**src/rtl/afsw_pkg.sv**
```systemverilog
package afsw_pkg;

   typedef enum logic [1:0] {
      SZ_BYTE = 2'd0,
      SZ_WORD = 2'd1,
      SZ_LONG = 2'd2,
      SZ_LINE = 2'd3
   } acc_size_e;

   // Field positions are consumed by the fault frame builder: keep fixed.
   localparam int unsigned XLAT_BIT = 10;
   localparam int unsigned DIR_BIT  = 8;
   localparam int unsigned SIZE_LSB = 5;
   localparam int unsigned SIZE_W   = 2;
   localparam int unsigned MODE_LSB = 0;
   localparam int unsigned MODE_W   = 3;
   localparam int unsigned MIN_SW_W = XLAT_BIT + 1;

   localparam logic [SIZE_W-1:0] SZF_BYTE = 2'b01;
   localparam logic [SIZE_W-1:0] SZF_WORD = 2'b10;
   localparam logic [SIZE_W-1:0] SZF_LONG = 2'b00;
   localparam logic [SIZE_W-1:0] SZF_LINE = 2'b11;

   localparam logic [MODE_W-1:0] MODE_DATA  = 3'b001;
   localparam logic [MODE_W-1:0] MODE_CODE  = 3'b010;
   localparam logic [MODE_W-1:0] MODE_SUPER = 3'b100;

   typedef struct packed {
      logic [SIZE_W-1:0] size_f;
      logic [MODE_W-1:0] mode_f;
      logic              is_read;
   } fault_fields_t;

   function automatic logic [SIZE_W-1:0] size_field(acc_size_e s);
      logic [SIZE_W-1:0] f;
      case (s)
         SZ_BYTE: f = SZF_BYTE;
         SZ_WORD: f = SZF_WORD;
         SZ_LONG: f = SZF_LONG;
         default: f = SZF_LINE;
      endcase
      return f;
   endfunction

endpackage

```
**src/rtl/afsw_field_enc.sv**
```systemverilog
module afsw_field_enc
   import afsw_pkg::*;
(
   input  logic [1:0]    size_i,
   input  logic          write_i,
   input  logic          super_i,
   input  logic          code_i,
   output fault_fields_t fields_o
);

   always_comb begin
      fields_o.size_f  = size_field(acc_size_e'(size_i));
      fields_o.mode_f  = (code_i ? MODE_CODE : MODE_DATA)
                       | (super_i ? MODE_SUPER : '0);
      fields_o.is_read = ~write_i;
   end

endmodule

```
**src/rtl/afsw_word_build.sv**
```systemverilog
module afsw_word_build
   import afsw_pkg::*;
#(
   parameter int unsigned SW_W = 16
) (
   input  logic [SW_W-1:0] cur_sw_i,
   input  fault_fields_t   fields_i,
   input  logic            xlat_i,
   input  logic            bus_i,
   output logic [SW_W-1:0] next_sw_o,
   output logic            load_o
);

   logic [SW_W-1:0] fresh_word;
   logic [SW_W-1:0] merged_word;

   // Translation fault: word rebuilt from zero.
   always_comb begin
      fresh_word                        = '0;
      fresh_word[XLAT_BIT]              = 1'b1;
      fresh_word[DIR_BIT]               = fields_i.is_read;
      fresh_word[SIZE_LSB +: SIZE_W]    = fields_i.size_f;
      fresh_word[MODE_LSB +: MODE_W]    = fields_i.mode_f;
   end

   // Bus fault: merge into held word; direction only ever set.
   always_comb begin
      merged_word                       = cur_sw_i;
      merged_word[XLAT_BIT]             = 1'b1;
      merged_word[SIZE_LSB +: SIZE_W]   = fields_i.size_f;
      merged_word[MODE_LSB +: MODE_W]   = fields_i.mode_f;
      if (fields_i.is_read) begin
         merged_word[DIR_BIT] = 1'b1;
      end
   end

   // Translation fault takes precedence over a coincident bus fault.
   assign next_sw_o = xlat_i ? fresh_word : merged_word;
   assign load_o    = xlat_i | bus_i;

endmodule

```
**src/rtl/afsw_capture_regs.sv**
```systemverilog
module afsw_capture_regs #(
   parameter int unsigned SW_W   = 16,
   parameter int unsigned ADDR_W = 32
) (
   input  logic              clk,
   input  logic              rst_n,
   input  logic              load_i,
   input  logic [SW_W-1:0]   next_sw_i,
   input  logic [ADDR_W-1:0] addr_i,
   output logic [SW_W-1:0]   sw_q_o,
   output logic [ADDR_W-1:0] addr_q_o,
   output logic              pulse_o
);

   always_ff @(posedge clk) begin
      if (!rst_n) begin
         sw_q_o   <= '0;
         addr_q_o <= '0;
         pulse_o  <= 1'b0;
      end else begin
         pulse_o <= load_i;
         if (load_i) begin
            sw_q_o   <= next_sw_i;
            addr_q_o <= addr_i;
         end
      end
   end

endmodule

```
**src/rtl/afsw_read_mux.sv**
```systemverilog
module afsw_read_mux #(
   parameter int unsigned SW_W   = 16,
   parameter int unsigned ADDR_W = 32,
   parameter int unsigned RD_W   = 32
) (
   input  logic              sel_i,
   input  logic [SW_W-1:0]   sw_i,
   input  logic [ADDR_W-1:0] addr_i,
   output logic [RD_W-1:0]   data_o
);

   logic [RD_W-1:0] sw_ext;
   logic [RD_W-1:0] addr_ext;

   generate
      if (RD_W > SW_W) begin : g_sw_pad
         assign sw_ext = {{(RD_W-SW_W){1'b0}}, sw_i};
      end else begin : g_sw_exact
         assign sw_ext = sw_i;
      end
      if (RD_W > ADDR_W) begin : g_addr_pad
         assign addr_ext = {{(RD_W-ADDR_W){1'b0}}, addr_i};
      end else begin : g_addr_exact
         assign addr_ext = addr_i;
      end
   endgenerate

   assign data_o = sel_i ? addr_ext : sw_ext;

endmodule

```
**src/rtl/fault_status_capture.sv**
```systemverilog
module fault_status_capture
   import afsw_pkg::*;
#(
   parameter int unsigned ADDR_W = 32,
   parameter int unsigned SW_W   = 16,
   parameter int unsigned RD_W   = 32
) (
   input  logic              clk,
   input  logic              rst_n,
   input  logic              xlat_fault_i,
   input  logic              bus_fault_i,
   input  logic [ADDR_W-1:0] fault_addr_i,
   input  logic [1:0]        acc_size_i,
   input  logic              acc_write_i,
   input  logic              acc_super_i,
   input  logic              acc_code_i,
   input  logic              rd_sel_i,
   output logic [RD_W-1:0]   rd_data_o,
   output logic [SW_W-1:0]   status_word_o,
   output logic [ADDR_W-1:0] fault_addr_o,
   output logic              exc_req_o
);

   generate
      if (SW_W < MIN_SW_W) begin : g_bad_sw_w
         $error("SW_W too narrow for the fault bit");
      end
      if (RD_W < ADDR_W || RD_W < SW_W) begin : g_bad_rd_w
         $error("RD_W must cover both registers");
      end
   endgenerate

   fault_fields_t   fields;
   logic [SW_W-1:0] next_sw;
   logic            load;

   afsw_field_enc u_enc (
      .size_i   (acc_size_i),
      .write_i  (acc_write_i),
      .super_i  (acc_super_i),
      .code_i   (acc_code_i),
      .fields_o (fields)
   );

   afsw_word_build #(.SW_W(SW_W)) u_build (
      .cur_sw_i  (status_word_o),
      .fields_i  (fields),
      .xlat_i    (xlat_fault_i),
      .bus_i     (bus_fault_i),
      .next_sw_o (next_sw),
      .load_o    (load)
   );

   afsw_capture_regs #(.SW_W(SW_W), .ADDR_W(ADDR_W)) u_regs (
      .clk       (clk),
      .rst_n     (rst_n),
      .load_i    (load),
      .next_sw_i (next_sw),
      .addr_i    (fault_addr_i),
      .sw_q_o    (status_word_o),
      .addr_q_o  (fault_addr_o),
      .pulse_o   (exc_req_o)
   );

   afsw_read_mux #(.SW_W(SW_W), .ADDR_W(ADDR_W), .RD_W(RD_W)) u_rd (
      .sel_i  (rd_sel_i),
      .sw_i   (status_word_o),
      .addr_i (fault_addr_o),
      .data_o (rd_data_o)
   );

endmodule

```
**config.mk**
```make
export PLATFORM = sky130hd
export DESIGN_NAME = fault_status_capture
export DESIGN_NICKNAME = d
export VERILOG_FILES = /design/src/rtl/afsw_pkg.sv /design/src/rtl/afsw_field_enc.sv /design/src/rtl/afsw_word_build.sv /design/src/rtl/afsw_capture_regs.sv /design/src/rtl/afsw_read_mux.sv /design/src/rtl/fault_status_capture.sv
export SDC_FILE = /design/constraint.sdc
export NUM_CORES = 1
export LEC_CHECK = 0
export ABC_AREA = 1
export BUFFER_PORTS_ARGS = -buffer_cell sky130_fd_sc_hd__buf_4
export CAP_MARGIN = 15
export CORE_AREA = 3 3 80 82
export DETAILED_ROUTE_END_ITERATION = 10
export DIE_AREA = 0 0 83 85
export GPL_ROUTABILITY_DRIVEN = 1
export PLACE_DENSITY_LB_ADDON = 0.1
export SYNTH_ARGS = -nofsm -noshare
export SYNTH_HDL_FRONTEND = slang
export SYNTH_HIERARCHICAL = 1
export SYNTH_SLANG_ARGS = --single-unit
```
**constraint.sdc**
```tcl
create_clock -name clk -period 1 [get_ports clk]
set_clock_uncertainty 0.05 [all_clocks]
set_input_delay 0 -clock clk [delete_from_list [all_inputs] [get_ports clk]]
set_output_delay 0 -clock clk [all_outputs]
set_load 0.005 [all_outputs]
```
Word level (Yosys, flattened, before mapping)
Cells that the tools add are included.
- output and inout port bits: 81
- word-level logic and storage cells: 18
- bits in registers: 40
- equal/unequal tests: 3
- reduce and logical (&&, ||, !) cells: 2
- bitwise logic cells: 3
- muxes and demuxes: 6
- operators with widths (kind ; number):
    $mux 32 ; 1
    $mux 9 ; 1
    $pmux 2 s3 ; 1
    $mux 3 ; 1
    $or 3x3->3 ; 1
    $eq 2x1->1 const B ; 1
    $eq 2x2->1 const B ; 1
    $logic_not 2->1 ; 1
    $mux 2 ; 1
    $ne 2x2->1 const B ; 1
    $reduce_and 2->1 ; 1
    $mux 1 ; 1
    $not 1->1 ; 1
    $or 1x1->1 ; 1

Depth between registers and ports, before layout
- depth in word-level cells: 3
- depth in mapped cells: 9
- depth with buffers taken out: 8

Cells and area by module
The synthesis kept the hierarchy.
- by module, submodules not included (module ; area an instance (µm²) ; sequential area each (µm²) ; instances ; cells each):
    afsw_capture_regs ; 2000.7 ; 980.9 ; 1 ; 307
    afsw_read_mux ; 351.6 ; 0.0 ; 1 ; 86
    afsw_word_build ; 148.9 ; 0.0 ; 1 ; 31
    afsw_field_enc ; 62.6 ; 0.0 ; 1 ; 10

Worst setup path after synthesis
Ideal clock, no wire load.
- path kind: input-to-reg
- start: input port xlat_fault_i
- end: register u_regs/sw_q_o[3] (netlist name)
- setup slack: 0.101 ns
- arrival: 0.736 ns
- library setup time: 0.113 ns
- cell stages on the path: 6
- required time: 0.837 ns
- path through: or2_1 buf_4 buf_6 buf_6 nor2_1 nor2_1
- RTL lines (element ; RTL line ; RTL):
    start, declared ; fault_status_capture.sv:10 ; input logic xlat_fault_i,

Final worst setup path
- start: register u_regs.addr_q_o[10]
- end: output port rd_data_o[10]
- longest elaborated chain between the ends: 1
- RTL lines (element ; RTL line ; RTL):
    start, declared ; afsw_capture_regs.sv:11 ; output logic [ADDR_W-1:0] addr_q_o,
    start signal, assigned ; afsw_capture_regs.sv:24 ; addr_q_o <= addr_i;
    $mux 32 ; afsw_read_mux.sv:28 ; assign data_o = sel_i ? addr_ext : sw_ext;
    end, declared ; fault_status_capture.sv:18 ; output logic [RD_W-1:0] rd_data_o,
Every way passes these cells.

==> results.json <==
{
  "outcome": "finished clean",
  "placed_area_mm2": 0.00344,
  "leakagePower_nw": 2.43,
  "synth_top_area_share_pct": 38.3,
  "synth_cell_type_count": 13,
  "critical_path.max_fanout": 3,
  "yosysWarnings": 6,
  "area_growth_syn_to_layout_pct": 53.6,
  "cp_cell_sequence": "nand2_1 -> nand2_1 -> buf_4",
  "rsz0062_at_grt": "true",
  "synthAdderAreaFrac_pct": 0.976,
  "cpPeakStageDelay_ns": 0.37,
  "worstSetupPathType": "flip-flop to output pin",
  "netlist_area_mm2": 0.00256,
  "synthArstFlopShare_pct": 0,
  "diodes": 0,
  "p_clk_share_pct": 27.6,
  "yosysMostFrequentCell": "nand2_1",
  "ioPinCount": 123,
  "crit_required_ns": 0.95,
  "synth_top_family_by_area": "simple AND/OR/NAND/NOR gates",
  "drtIter0Drc": 99,
  "fin_crit_sh_pct": 95.0,
  "gp_congestion": 0.769,
  "syn_nets": 478,
  "cts_num_sinks": 49,
  "grt_max_degree": 53,
  "cts_buffers": 5,
  "setup_ws_ns": 0.0497,
  "synth_xor_area_share_pct": 0,
  "grtUsageMet1_pct": 21.3,
  "power_mw": 4.58,
  "synthCells": 434,
  "clk-insertion-delay-late_ns": 0.29,
  "cp_slowest_cell": "dfxtp_1",
  "cts-root-buf": "clkbuf_8",
  "path_delay_family": "flip-flops",
  "seq_power_share_pct": 48.5,
  "drc": 0,
  "antenna_left": 0,
  "routedWlPerCell_um": 10.1,
  "fp.dieW_um": 83,
  "grt_usage_pct": 18.8,
  "ys_top_cells_by_area": "dfxtp_1 (38%), nand2_1 (24%), nor2_1 (15%)",
  "routed_wl_mm": 6.59,
  "rows": 28,
  "hold_path_depth": 8,
  "end_kind": "output pin",
  "grt.met2_usage_pct": 35.1,
  "hold_class": "input pin to flip-flop",
  "initial_core_util_pct": 44.1,
  "p_switching_mw": 1.22,
  "crit_buf_inv": 1,
  "clock.fmax_mhz": 1050,
  "crit_top_cell": "nand2_1",
  "port_buffers": 122,
  "yosysTopAreaCell": "dfxtp_1",
  "final_hold_viol_count": 0,
  "die_h_um": 85,
  "place_ws_ns": 0.0529,
  "worstSetupStartpointType": "flip-flop",
  "holdWs_ns": 0.0468,
  "htreeDepth": 2,
  "peakVddDrop_mv": 0.657,
  "drt_pass1_iterations": 4,
  "finalSetupViolCount": 0,
  "cts_tree": "built",
  "synth_edf_count": 0,
  "core_mm2": 0.00582,
  "grt_antenna_before_repair": 0,
  "place_inst": 606,
  "ys.flop_type": "dfxtp_1",
  "cp_data_arrival_time_ns": 0.90,
  "fin_crit_ns": 0.950,
  "p_sw_share_pct": 26.6,
  "crit_cells": 3,
  "final_cell_area_mm2": 0.00394,
  "clk_pin_slew_worst_paths_ns": 0.09,
  "final_layout_size_suffix_gt1_share_pct": 30.1,
  "nNetsFinal": 618,
  "p_int_mw": 3.36,
  "via_count": 2729,
  "synth_seq_cells": 49,
  "comb_power_share_pct": 23.9,
  "slew_viol_final": 0,
  "ys_seq_area_share_pct": 38.3,
  "routed_via_density": 4.20,
  "yosys.area_share.simple_pct": 39.6,
  "die_area_mm2": 0.00706,
  "cap_violations": 0,
  "powerDensity_mw_per_mm2": 1160,
  "reg2regPathDepth": 6,
  "met3_usage_pct": 4.76,
  "fillers": 538,
  "fin_cells": 650,
  "grt_overflow_total": 0,
  "synth_commonest_cells": "nand2_1 (164), nor2_1 (105), inv_1 (80)",
  "yosys-mux-area-fraction_pct": 0,
  "grt_pass1_wl_mm": 11.2,
  "clockBufferDepth": 2,
  "grt_pass1_vias": 2537,
  "grt_busiest_layer": "met2",
  "synth_compound_gate_area_share_pct": 0,
  "hpwl_mm": 4.45,
  "syn_avg_cell_area_um2": 5.91
}
kinds of logic after synthesis:
kind of cell / Yosys count
simple gates: 270
buf+inv: 112
flops: 49
other cells: 1
fa+ha+maj: 2
cell usage in the layout (no fill, tap or decap):
cell,count
buf_4,125
ha_1,2
dfxtp_2,31
nand2_2,1
nor2_1,105
conb_1,1
inv_1,80
or2_4,1
dfxtp_1,17
nand2_1,163
clkbuf_8,7
inv_2,1
buf_12,4
inv_4,1
dlygate4sd3_1,34
clkinv_2,1
dfxtp_4,1
power by group through the flow:
stage | Clock [mW] | Combinational [mW] | Sequential (mW)
floorplan | 0 | 0.493 | 2.24
global placement | 0 | 0.962 | 2.24
detailed placement | 0 | 0.988 | 2.25
CTS | 1.30 | 1.10 | 2.20
global route | 1.39 | 1.23 | 2.24
finish | 1.26 | 1.10 | 2.22
registers in the layout (all words and copies together) (netlist names):
name / cells
u_regs/addr_q_o: 32
u_regs/pulse_o: 1
u_regs/sw_q_o: 16
worst min-delay path, delay by kind of cell:
kind / cells / cell delay (ns)
buffers and inverters: 4 / 0.19
and+or+nand+nor: 4 / 0.17
area by class of cell:
class	instances	area (um^2)	area share, %
repair buffers	163	1360	34.5
clock buffers	7	96.3	2.45
flip-flops and latches	49	1020	26.0
well taps	75	93.8	2.38
inverters	82	310	7.88
multi-input cells	273	1050	26.7
clock inverters	1	5.00	0.127
per-layer routing:
layer	vias to the layer above	wire length [um]
met5	-	0
met2	82	3330
met4	0	63
li1	1472	-
met1	1170	2790
met3	5	402
worst paths after layout:
check	from	endpoint	slack, ns
setup reg to reg	u_regs/sw_q_o[11]	u_regs/sw_q_o[11]	0.18
hold / removal	acc_write_i	u_regs/sw_q_o[8]	0.05
setup / recovery	u_regs/addr_q_o[10]	rd_data_o[10]	0.05
hold reg to reg	u_regs/addr_q_o[12]	u_regs/addr_q_o[12]	0.43
metrics by stage:
step                util [%]  setup TNS [ns]
finish                  67.7               0
global route            67.7         -0.0297
CTS                     66.7               0
detailed placement      59.1               0
global placement        59.1               0
floorplan                  -               0
timing repair:
action | in CTS | in global routing
hold endpoints to repair | 35 | 0
hold buffers | 34 | 0
setup endpoints to repair | 2 | 24
buffers inserted | 0 | 2
gates resized for setup | 2 | 32
pin swaps | 0 | 1
No activity file was read; power rests on OpenSTA's default activity.
